**src/rtl/flc_pkg.sv**
```systemverilog
`timescale 1ns/1ps
package flc_pkg;
  localparam int OCT_W    = 2;
  localparam int EXP_W    = 4;
  localparam int EXP_MAX  = 8;

  typedef struct packed {
    logic [OCT_W-1:0] octave;
    logic [EXP_W-1:0] rexp;
    logic             rdbk_mode;
    logic             lock_mode;
  } cfg_t;
endpackage

```
**src/rtl/flc_judge.sv**
```systemverilog
`timescale 1ns/1ps
module flc_judge #(
  parameter int WIN_LOG2 = 12,
  parameter int TOL      = 1,
  parameter int CW       = 22
) (
  input  logic                      clk,
  input  logic                      rst,
  input  logic                      restart,
  input  logic                      bad_code,
  input  logic [flc_pkg::EXP_W-1:0] rexp,
  input  logic                      ack_tgl,
  input  logic [CW-1:0]             held_cnt,
  output logic                      res_vld,
  output logic                      locked,
  output logic                      freq_high,
  output logic                      freq_low,
  output logic                      code_err
);
  localparam logic [CW-1:0] TARGET = CW'(1) << WIN_LOG2;
  localparam logic [CW-1:0] UPPER  = TARGET + CW'(TOL);
  localparam logic [CW-1:0] LOWER  = TARGET - CW'(TOL);

  logic [2:0]    ack_sync;
  logic          ack_edge;
  logic          primed;
  logic          pass_prev;
  logic [CW-1:0] scaled;
  logic          over, under;

  assign ack_edge = ack_sync[2] ^ ack_sync[1];
  assign scaled   = held_cnt >> rexp;
  assign over     = scaled > UPPER;
  assign under    = scaled < LOWER;
  assign res_vld  = ack_edge & primed & ~restart;

  always_ff @(posedge clk) begin
    if (rst) begin
      ack_sync <= '0;
      code_err <= 1'b0;
    end else begin
      ack_sync <= {ack_sync[1:0], ack_tgl};
      code_err <= bad_code;
    end
  end

  always_ff @(posedge clk) begin
    if (rst || restart) begin
      primed    <= 1'b0;
      pass_prev <= 1'b0;
      locked    <= 1'b0;
      freq_high <= 1'b0;
      freq_low  <= 1'b0;
    end else if (ack_edge) begin
      if (!primed) begin
        primed <= 1'b1;
      end else begin
        freq_high <= over;
        freq_low  <= under;
        if (!over && !under) begin
          pass_prev <= 1'b1;
          locked    <= pass_prev;
        end else begin
          pass_prev <= 1'b0;
          locked    <= 1'b0;
        end
      end
    end
  end
endmodule

```
**config.mk**
```make
export PLATFORM = sky130hd
export DESIGN_NAME = flc_judge
export DESIGN_NICKNAME = d
export VERILOG_FILES = /design/src/rtl/flc_pkg.sv /design/src/rtl/flc_judge.sv
export SDC_FILE = /design/constraint.sdc
export NUM_CORES = 1
export LEC_CHECK = 0
export ABC_CLOCK_PERIOD_IN_PS = 6600
export BUFFER_PORTS_ARGS = -buffer_cell sky130_fd_sc_hd__buf_2
export CORE_UTILIZATION = 35
export CTS_BUF_LIST = sky130_fd_sc_hd__clkbuf_4
export CTS_CLUSTER_SIZE = 8
export DETAILED_ROUTE_END_ITERATION = 8
export SYNTH_ARGS = -nofsm -noshare
export SYNTH_HDL_FRONTEND = slang
export SYNTH_SLANG_ARGS = --single-unit
```
**constraint.sdc**
```tcl
create_clock -name clk -period 6.6 [get_ports clk]
set_clock_uncertainty 0.15 [all_clocks]
set_input_delay 0 -clock clk [delete_from_list [all_inputs] [get_ports clk]]
set_output_delay 0 -clock clk [all_outputs]
set_load 0.05 [all_outputs]
```
Word level (Yosys, flattened, before mapping)
Cells that the tools add are included.
{"block": "totals", "ff_bits": 9, "inputBits": 31, "output_inout_bits": 5, "word_cells": 21}
{"block": "op_classes", "magnitude_cmp": 2, "shifts": 1, "mux": 2, "bitwise": 4, "reduce_logical": 5}
{"op": "22-bit by 13-bit > comparator with 1-bit output, second input constant", "count": 1}
{"op": "22-bit by 12-bit less-than comparator with 1-bit output, second input constant", "count": 1}
{"op": "22-bit by 4-bit right shift with 22-bit output", "count": 1}
{"op": "1-bit bitwise AND", "count": 2}
{"op": "1-bit logical NOT", "count": 2}
{"op": "1-bit two-way mux", "count": 2}
{"op": "2-bit AND reduction", "count": 1}
{"op": "1-bit logical AND", "count": 1}
{"op": "1-bit logical OR", "count": 1}
{"op": "1-bit NOT", "count": 1}
{"op": "1-bit bitwise XOR", "count": 1}

Longest topological paths before layout
Gate-level depths: netlist (run 1).
{"block": "depth", "word_depth": 5, "ltp_mapped": 11, "mapped_depth_nobuf": 7}

Worst setup path before layout (run 1)
Ideal clock, no wire load.
{"block": "synth_timing", "path_kind": "input to register", "from": "input rexp[0] (netlist bit)", "to": "register pass_prev", "setup_ps": 70, "arrival_time_ps": 2030, "t_required_ps": 6380, "setup_slack_ps": 4350, "cell_stages": 8, "cell_sequence": "buf_6 -> mux4_1 -> mux2_4 -> a211o_1 -> o311a_1 -> a211oi_1 -> nand4b_1 -> o2bb2ai_1"}
{"block": "synth_via", "elab_chain_len": 5}
{"element": "start: declaration", "line_no": "flc_judge.sv:11", "rtl": "input logic [flc_pkg::EXP_W-1:0] rexp,"}
{"element": "22-bit by 4-bit right shift with 22-bit output (*)", "line_no": "flc_judge.sv:32", "rtl": "assign scaled = held_cnt >> rexp;"}
{"element": "22-bit by 13-bit > comparator with 1-bit output or 22-bit by 12-bit less-than comparator with 1-bit output (tied branches)", "line_no": "flc_judge.sv:33, flc_judge.sv:34"}
{"element": "1-bit logical NOT", "line_no": "flc_judge.sv:60", "rtl": "if (!over && !under) begin"}
{"element": "1-bit logical AND (*)", "line_no": "flc_judge.sv:60"}
{"element": "1-bit two-way mux (*)", "line_no": "flc_judge.sv:60"}
{"element": "end signal: assignment", "line_no": "flc_judge.sv:50", "rtl": "pass_prev <= 1'b0;"}
{"element": "end signal: assignment", "line_no": "flc_judge.sv:61", "rtl": "pass_prev <= 1'b1;"}
{"element": "end signal: assignment", "line_no": "flc_judge.sv:64", "rtl": "pass_prev <= 1'b0;"}
{"element": "end: declaration", "line_no": "flc_judge.sv:27", "rtl": "logic pass_prev;"}
Mark *: on every way between the ends. The rest lies on a longest branch, timed or not.
A chain may end at the register's enable or synchronous reset.

Final worst setup path (run 1)
Ends and elaborated chain as after synthesis.

==> run_results.csv, run 1 <==
group,metric,value,unit
critical_path,crit_fanout,36,
route,ant_nets,0,
route,first_pass_iters,4,
yosys,synth_ff_type,"dfxtp_1",
floorplan,initial_core_util,37.6,%
place,gp_congestion,0.897,
global_routing,antenna_found_initial,0,
clocking,cts_made_buffers,3,
yosys,syn_inst,158,
floorplan,die_area,4730,µm²
finish,area_growth,14.6,%
timing,slew_headroom,43.6,%
timing,timing.final.crit_share,42.5,%
route,drt-initial-drc-count,71,
critical_path,worst_setup_path_end_kind,"flip-flop",
route,drt-total-wl,4.10,mm
critical_path,reg2reg_slack,4.18,ns
floorplan,num_io_pins,36,
place,hpwlAfterDp,3.03,mm
critical_path,arrival,2.85,ns
yosys,synth_area_per_cell,9.87,µm²
timing,setup_viol,0,
finish,final_nets,223,
global_routing,grt_pass1_vias,1323,
global_routing,grt_max_degree,37,
route,via_count,1497,
yosys,netlist_area,1560,µm²
timing,max_freq,356,MHz
clocking,cts_num_sinks,9,
place,place_area,1710,µm²
critical_path,cp-start-kind,"input pin",
critical_path,cp_data_required_time,6.65,ns
floorplan,die_x,68.7,µm
clocking,htreeDepth,1,
clocking,clk_pin_slew,0.06,ns
critical_path,cp.depth,8,
power,ir_worst_vdd,40.8,µV
yosys,synth_edf_count,0,
job,max_cap_violations,0,
yosys,ys_types,52,
timing,period_needed,2.81,ns
timing,finalHoldViolCount,0,
finish,antennaDiodeCount,0,
critical_path,worst_path_largest_cell_delay,0.72,ns
floorplan,num_rows,23,
power,power_density,116,nW/µm²
floorplan,die_h,68.7,µm
global_routing,grt_pass1_wl,6.58,mm
clocking,ctsResizeCount,0,
place,io_buffer_count,35,
timing,fin_setup_tns,0,ns
route,drc,0,
route,routedWlPerCell,17.0,µm
yosys,synthArstFlopShare,0,%
clocking,max-clock-path-buffers,2,
timing,tightest_slew,0.847,ns
critical_path,cp_slowest_cell,"mux4_1",
critical_path,crit_path_start,"rexp[0]",
yosys,yosysSeqAreaShare,11.6,%
clocking,cts_tree,"yes",
clocking,root_buffer,"clkbuf_4",
critical_path,rr_endpoint,"pass_prev",
route,vias_per_cell,6.21,
hold_path,hold_path.class,"input pin to flip-flop",
yosys,ys_ff_latch,9,
power,leakagePower,0.000742,µW
yosys,syn_nets,189,
timing,slew_viol_final,0,
critical_path,reg2reg_depth,7,
finish,final_area,1790,µm²
floorplan,core-area,4140,µm²
timing,rsz0062_at_grt,"false",
critical_path,crit_end,"pass_prev",
critical_path,critPathKind,"input pin to flip-flop",
hold_path,worstHoldStart,"rexp[2]",
critical_path,cp_cell_sequence,"buf_2, mux4_1, mux2_4, a211o_1, o311a_1, a211oi_1, nand4b_1, o2bb2ai_1",
clocking,clkLatencyLatePin,0.26,ns
finish,layout-drive-gt1-share,29.8,%
critical_path,rr_startpoint,"ack_sync[2]",
global_routing,grt_overflow,0,
critical_path,critPathBufInv,1,
global_routing,track_usage,18.5,%
outcome,status,"finished, final reports clean",
yosys,yosysWarnings,0,
critical_path,cp_top_family,"compound AO/OA/AOI/OAI gates",
[placed cells by master, fill, tap and decap left out, types with 2 or more instances in the layout]
master / instances
a21oi_1: 3
mux2i_1: 13
and2_1: 6
clkbuf_4: 4
nor2_1: 11
nand3_1: 3
nor2b_1: 10
o21ai_0: 5
a22o_1: 3
o211a_1: 2
o211ai_1: 2
a211oi_1: 2
mux4_1: 10
dfxtp_1: 9
nand4b_1: 2
mux2_2: 6
a22o_2: 2
o21a_1: 3
buf_2: 35
or4_1: 2
nand4_1: 3
a21o_1: 3
nand2_1: 6
nand3b_1: 2
inv_1: 2
o22ai_1: 4
a31oi_1: 3
mux4_2: 7
dlygate4sd3_1: 5
nand2b_1: 4
[routing by layer]
layer | vias to the layer above | part of all wire (%) | track usage (%)
li1 | 715 | - | -
met1 | 721 | 45 | 25.9
met2 | 55 | 49 | 30.4
met3 | 6 | 4.5 | 2.14
met4 | 0 | 1.5 | 4.08
met5 | - | 0 | 0
[timing repair]
item	in CTS	in global routing
hold endpoints to repair	9	0
hold buffers	5	0
buffers inserted	0	0
[final cells by class]
class                   instances  area, µm²
fillers                       409       2360
flip-flops and latches          9        180
clock buffers                   4       30.0
multi-input cells             136       1280
repair buffers                 40        225
well taps                      50       62.6
inverters                       2       7.51
[state kept, by name, indices dropped and copies added, names as in the netlist]
signal	cells
ack_sync	3
code_err	1
freq_high	1
freq_low	1
locked	1
pass_prev	1
primed	1
[worst register-to-register path: cells and delay by family (launching register included)]
| kind | cells | cell delay (ns) |
|---|---|---|
| xor+xnor | 1 | 0.22 |
| simple gates | 4 | 1.40 |
| compound gates | 2 | 0.26 |
| flops | 1 | 0.33 |
[synth_stat cells (all sizes together) (2+ instances only)]
library cell | count | area share [%]
nand2 | 6 | 1.4
buf | 9 | 5.3
a21oi | 3 | 0.96
o21a | 3 | 1.4
nor2 | 11 | 2.6
mux4 | 17 | 27
nor2b | 10 | 4.0
mux2i | 13 | 8.3
a31oi | 3 | 1.2
nand2b | 4 | 1.6
inv | 2 | 0.48
a21o | 3 | 1.4
nand4 | 3 | 1.2
nand4b | 2 | 1.1
o21ai | 6 | 1.9
clkbuf | 2 | 0.48
nand3b | 2 | 0.96
a22o | 5 | 3.0
a22oi | 2 | 1.3
a211oi | 2 | 0.96
and2 | 6 | 2.4
nand3 | 3 | 0.96
dfxtp | 9 | 12
o22ai | 4 | 1.6
mux2 | 7 | 5.3
o211a | 2 | 1.3
or4 | 2 | 0.96
o211ai | 2 | 0.96
[power by group]
group	total, µW	internal (µW)	switching [µW]
registers	56.1	55.6	0.514
clock network	46.5	27.4	19.1
logic	105	50.7	53.9
[metrics by stage]
| step | total power (µW) | hold slack, ns | util (%) | std cells | setup WS (ns) |
|---|---|---|---|---|---|
| final | 207 | 0.248 | 43.1 | 241 | 3.79 |
| after global routing | 220 | 0.279 | 43.1 | 241 | 3.59 |
| after CTS | 208 | 0.235 | 43.1 | 241 | 3.81 |
| after detailed placement | 158 | 0.0677 | 41.2 | 232 | 3.54 |
| after global placement | 159 | 0.0579 | 41.2 | 232 | 3.53 |
| after floorplan | 133 | -0.0784 | - | 158 | 4.35 |
[worst min path at each step]
| stage | end | depth (start not counted) |
|---|---|---|
| after floorplan | ack_sync[0] | 1 |
| after global placement | code_err | 2 |
| after detailed placement | code_err | 2 |
| after CTS | freq_high | 5 |
| after global routing | freq_high | 5 |
| final | freq_high | 5 |
[kinds of logic after synthesis]
logic type | count (synthesis) | synth area share, %
AOI/OAI and AO/OA | 44 | 21.3
xor gates and xnor gates | 1 | 0.562
buffers and inverters | 13 | 6.26
DFF | 9 | 11.6
muxes | 37 | 40.6
and+or+nand+nor | 54 | 19.7
Note: power is estimated with default switching activity, not from simulation.
==> run 2, diff against run 1 <==
--- a/config.mk
+++ b/config.mk
@@ -5,7 +5,7 @@
 export SDC_FILE = /design/constraint.sdc
 export NUM_CORES = 1
 export LEC_CHECK = 0
-export ABC_CLOCK_PERIOD_IN_PS = 6600
+export ABC_CLOCK_PERIOD_IN_PS = 2250
 export BUFFER_PORTS_ARGS = -buffer_cell sky130_fd_sc_hd__buf_2
 export CORE_UTILIZATION = 35
 export CTS_BUF_LIST = sky130_fd_sc_hd__clkbuf_4
==> constraint.sdc (replaced) <==
create_clock -name clk -period 2.25 [get_ports clk]
set_clock_uncertainty 0.15 [all_clocks]
set_input_delay 0 -clock clk [delete_from_list [all_inputs] [get_ports clk]]
set_output_delay 0 -clock clk [all_outputs]
set_load 0.05 [all_outputs]
==> run_results.csv, run 2 (synthesis results as in run 1) <==
group,metric,value,unit
finish,antennaDiodeCount,0,
timing,finalHoldViolCount,0,
route,drt-initial-drc-count,67,
clocking,cts_made_buffers,3,
clocking,max-clock-path-buffers,2,
power,clock_power_share,19.3,%
finish,largest_register_ffs,3,
global_routing,grt_pass1_wl,7.47,mm
critical_path,worst_setup_path_end_kind,"flip-flop",
finish,layout-drive-gt1-share,47.3,%
timing,worst_hold_slack,0.253,ns
power,seqPwrFrac,23.7,%
finish,finalCoreUtilization,52.4,%
route,ant_nets,0,
job,max_cap_violations,0,
floorplan,num_io_pins,36,
timing,fin_setup_tns,0,ns
timing,slew_headroom,69.8,%
timing,tightest_slew,0.441,ns
finish,final_cells,287,
outcome,status,"finished, final reports clean",
global_routing,use_met2,39.8,%
clocking,root_buffer,"clkbuf_4",
timing,setup_viol,0,
critical_path,arrival,2.20,ns
route,drc,0,
global_routing,gr-usage-met3,1.48,%
power,leakagePower,0.000971,µW
power,switching_power,238,µW
power,p_int,460,µW
critical_path,crit_fanout,2,
floorplan,core-area,4140,µm²
finish,top_register,"ack_sync",
global_routing,grt_overflow,0,
floorplan,initial_core_util,37.6,%
floorplan,die_h,68.7,µm
timing,slew_viol_final,0,
floorplan,die_area,4730,µm²
critical_path,critPathKind,"flip-flop to flip-flop",
critical_path,cp-start-kind,"flip-flop",
clocking,htreeDepth,1,
critical_path,reg2reg_slack,0.09,ns
place,dp.cells,271,
critical_path,cp_data_required_time,2.29,ns
power,power_density,321,nW/µm²
global_routing,gr-usage-met1,27.1,%
power,swShare,34.1,%
clocking,cts_num_sinks,9,
route,via_count,1646,
place,hpwlAfterDp,3.66,mm
global_routing,antenna_found_initial,0,
global_routing,grt.busiest_layer,"met2",
power,share_comb_of_total_power,57.0,%
route,vias_per_cell,5.74,
route,routedWlPerCell,16.2,µm
finish,final_nets,269,
place,gp_congestion,0.825,
finish,area_growth,39.3,%
finish,layout_common_cells,"buf_4, buf_2, mux2i_1",
floorplan,num_rows,23,
finish,final_common_cell,"buf_4",
clocking,cts_tree,"yes",
route,drt-total-wl,4.65,mm
place,io_buffer_count,35,
timing,timing.final.crit_share,96.0,%
power,ir_worst_vdd,99.6,µV
clocking,clkLatencyLatePin,0.26,ns
clocking,clk_pin_slew,0.06,ns
route,first_pass_iters,4,
power,power,698,µW
floorplan,die_x,68.7,µm
global_routing,grt_max_degree,16,
hold_path,hold_path.class,"input pin to flip-flop",
global_routing,track_usage,21.4,%
timing,period_needed,2.16,ns
timing,max_freq,463,MHz
global_routing,grt_pass1_vias,1599,
==> run 2: changes by cell type in the layout (fill, tap and decap cells not counted), sizes merged <==
| cell | change |
|---|---|
| buf | +46 |
==> run 2: repair_timing <==
item | in CTS | in global routing
pin swaps | 4 | 5
hold buffers | 5 | 0
endpoints found under the setup margin | 3 | 3
gates resized for setup | 5 | 10
endpoints found under the hold margin | 9 | 0
setup buffers | 6 | 1
==> run 2: path summary, 6_finish.rpt <==
| kind | endpoint | startpoint | cells after the start |
|---|---|---|---|
| worst max-delay path | pass_prev | ack_sync[1] | 7 |
| worst max register to register | pass_prev | ack_sync[1] | 7 |
| worst min-delay path | locked | held_cnt[21] | 5 |
| worst min register to register | ack_sync[1] | ack_sync[0] | 1 |
==> run 2: final cells by class <==
type,instances,area (µm²)
inverter,2,7.51
tap,50,62.6
sequential,9,183
multi-input combinational,136,1300
clock buffer,4,30.0
timing repair buffer,86,587
fill,415,1970
==> run 2: worst max-delay path, cell delays in order, from the launching register on <==
cell and delay [ns]:
dfxtp_2 0.33, xor2_2 0.17, and2_4 0.17, nand4_1 0.07
or4_1 0.52, or4_4 0.43, o21a_1 0.13, o2bb2ai_1 0.12
==> run 2: layer usage <==
layer / vias to the layer above / part of all wire [%]
met3: 2 / 2.0
li1: 812 / -
met5: - / 0
met1: 789 / 46
met4: 0 / 0.52
met2: 43 / 51
==> run 2: through the flow <==
step | setup slack, ns | instance area [µm²]
after global placement | -0.231 | 2000
final | 0.0909 | 2170
after global routing | -0.0258 | 2170
after detailed placement | -0.313 | 2000
after floorplan | 0.00773 | 1560
after CTS | 0.0658 | 2140
==> run 2: power by group through the flow <==
stage	sequential [µW]	combinational [µW]	clock (µW)
floorplan	172	220	0
global placement	168	363	0
detailed placement	168	365	0
CTS	165	384	139
global route	166	429	145
finish	165	398	135
==> run 3, diff against run 2 <==
--- a/config.mk
+++ b/config.mk
@@ -7,7 +7,7 @@
 export LEC_CHECK = 0
 export ABC_CLOCK_PERIOD_IN_PS = 2250
 export BUFFER_PORTS_ARGS = -buffer_cell sky130_fd_sc_hd__buf_2
-export CORE_UTILIZATION = 35
+export CORE_UTILIZATION = 33
 export CTS_BUF_LIST = sky130_fd_sc_hd__clkbuf_4
 export CTS_CLUSTER_SIZE = 8
 export DETAILED_ROUTE_END_ITERATION = 8
==> run_results.csv, run 3 (synthesis results as in run 1) <==
group,metric,value,unit
floorplan,die_area,5000,µm²
timing,max_freq,456,MHz
global_routing,grt_pass1_vias,1637,
global_routing,grt_max_degree,15,
place,hpwlAfterDp,3.54,mm
critical_path,cp_slowest_cell,"mux4_1",
finish,final_area,2140,µm²
clocking,cts_tree,"yes",
route,first_pass_iters,4,
outcome,status,"finished, final reports clean",
timing,slew_headroom,65.8,%
timing,finalHoldViolCount,0,
clocking,cts_num_sinks,9,
floorplan,core-area,4440,µm²
critical_path,rr_startpoint,"ack_sync[1]",
power,power_density,321,nW/µm²
global_routing,track_usage,19.1,%
hold_path,worstHoldStart,"held_cnt[21]",
route,ant_nets,0,
finish,area_growth,37.0,%
global_routing,grt_pass1_wl,7.77,mm
critical_path,reg2reg_depth,7,
clocking,max-clock-path-buffers,2,
hold_path,hold_path.class,"input pin to flip-flop",
finish,largest_register_ffs,3,
clocking,root_buffer,"clkbuf_4",
finish,layout-drive-gt1-share,45.9,%
finish,fill_cells,453,
route,drc,0,
finish,final_cells,285,
critical_path,cp_data_required_time,2.29,ns
route,vias_per_cell,5.86,
floorplan,num_rows,24,
place,place_area,2020,µm²
floorplan,die_h,70.7,µm
clocking,htreeDepth,1,
finish,top_register,"ack_sync",
global_routing,grt_overflow,0,
route,drt-initial-drc-count,72,
critical_path,worst_path_largest_cell_delay,0.63,ns
power,ir_worst_vdd,189,µV
floorplan,num_io_pins,36,
critical_path,rr_endpoint,"pass_prev",
critical_path,cp_cell_sequence,"buf_4, mux4_1, buf_4, a22o_2, a211oi_1, nand4_1, a211oi_2, nand4b_1, o2bb2ai_2",
job,max_cap_violations,0,
timing,setup_viol,0,
critical_path,critPathKind,"input pin to flip-flop",
timing,timing.final.crit_share,97.4,%
finish,layout_common_cells,"buf_4, buf_2, mux2i_1",
hold_path,hold_path_depth,5,
timing,slew_viol_final,0,
route,routedWlPerCell,15.6,µm
place,dp.cells,275,
critical_path,cp-start-kind,"input pin",
clocking,clk_pin_slew,0.06,ns
critical_path,crit_fanout,13,
critical_path,crit_path_start,"rexp[0]",
critical_path,cpMostUsedCell,"buf_4",
clocking,cts_made_buffers,3,
timing,period_needed,2.19,ns
route,drt-total-wl,4.45,mm
finish,final_nets,265,
clocking,clkLatencyLatePin,0.26,ns
hold_path,min_to,"locked",
finish,antennaDiodeCount,0,
place,io_buffer_count,35,
place,gp_congestion,0.916,
finish,regArea,183,µm²
critical_path,worst_setup_path_end_kind,"flip-flop",
floorplan,die_x,70.7,µm
power,leakagePower,0.000955,µW
finish,multi_input_area,1310,µm²
floorplan,initial_core_util,35.1,%
finish,final_common_cell,"buf_4",
global_routing,antenna_found_initial,0,
critical_path,arrival,2.23,ns
timing,tightest_slew,0.499,ns
route,via_count,1670,
power,power,686,µW
critical_path,reg2reg_slack,0.10,ns
==> run 3: power breakdown <==
part / internal (µW) / total, µW / switching, µW / leakage [µW]
Sequential: 163 / 165 / 1.84 / 0.0000742
Clock: 80.4 / 136 / 56.0 / 0.0000184
Combinational: 208 / 384 / 177 / 0.000862
Total: 451 / 686 / 234 / 0.000955
==> run 3: routing by layer <==
layer | share of wire [%] | vias to the layer above | GRT usage, %
li1 | - | 802 | -
met1 | 46 | 816 | 26.1
met2 | 50 | 46 | 33.0
met3 | 3.1 | 6 | 2.42
met4 | 1.1 | 0 | 3.11
met5 | 0 | - | 0
==> run 3: how the worst max path moves through the flow <==
stage | end | slack, ns | cells past startpoint
floorplan | locked | 0.008 | 9
global placement | pass_prev | -0.26 | 9
detailed placement | pass_prev | -0.29 | 9
CTS | pass_prev | 0.06 | 7
global route | pass_prev | -0.04 | 8
finish | pass_prev | 0.06 | 9
==> run 3: final cells by class <==
class | count | area share (%)
multi-input cells | 136 | 61.2
clock buffers | 4 | 1.41
inverters | 2 | 0.351
flip-flops and latches | 9 | 8.55
well taps | 52 | 3.05
repair buffers | 82 | 25.5
==> run 3: critical path, delay by kind of cell <==
kind	cells	cell delay (ns)
mux	1	0.63
simple gates	2	0.31
compound gates	4	0.92
buf+inv	2	0.36
==> run 3: metrics by stage <==
step | util [%] | TNS [ns] | setup WS [ns] | hold slack (ns)
3_3_place_gp | 45.5 | -0.815 | -0.256 | 0.0602
4_1_cts | 47.8 | 0 | 0.0629 | 0.251
5_1_grt | 48.1 | -0.0485 | -0.0416 | 0.316
2_1_floorplan | - | 0 | 0.00773 | -0.0784
6_report | 48.1 | 0 | 0.0594 | 0.274
3_5_place_dp | 45.5 | -0.902 | -0.294 | 0.0713
==> run 3: timing repair <==
action,CTS,global route
endpoints found under the setup margin,3,2
hold buffers,4,0
buffers inserted,2,0
hold endpoints to repair,9,0
gates resized for setup,6,2
pin swaps,4,5
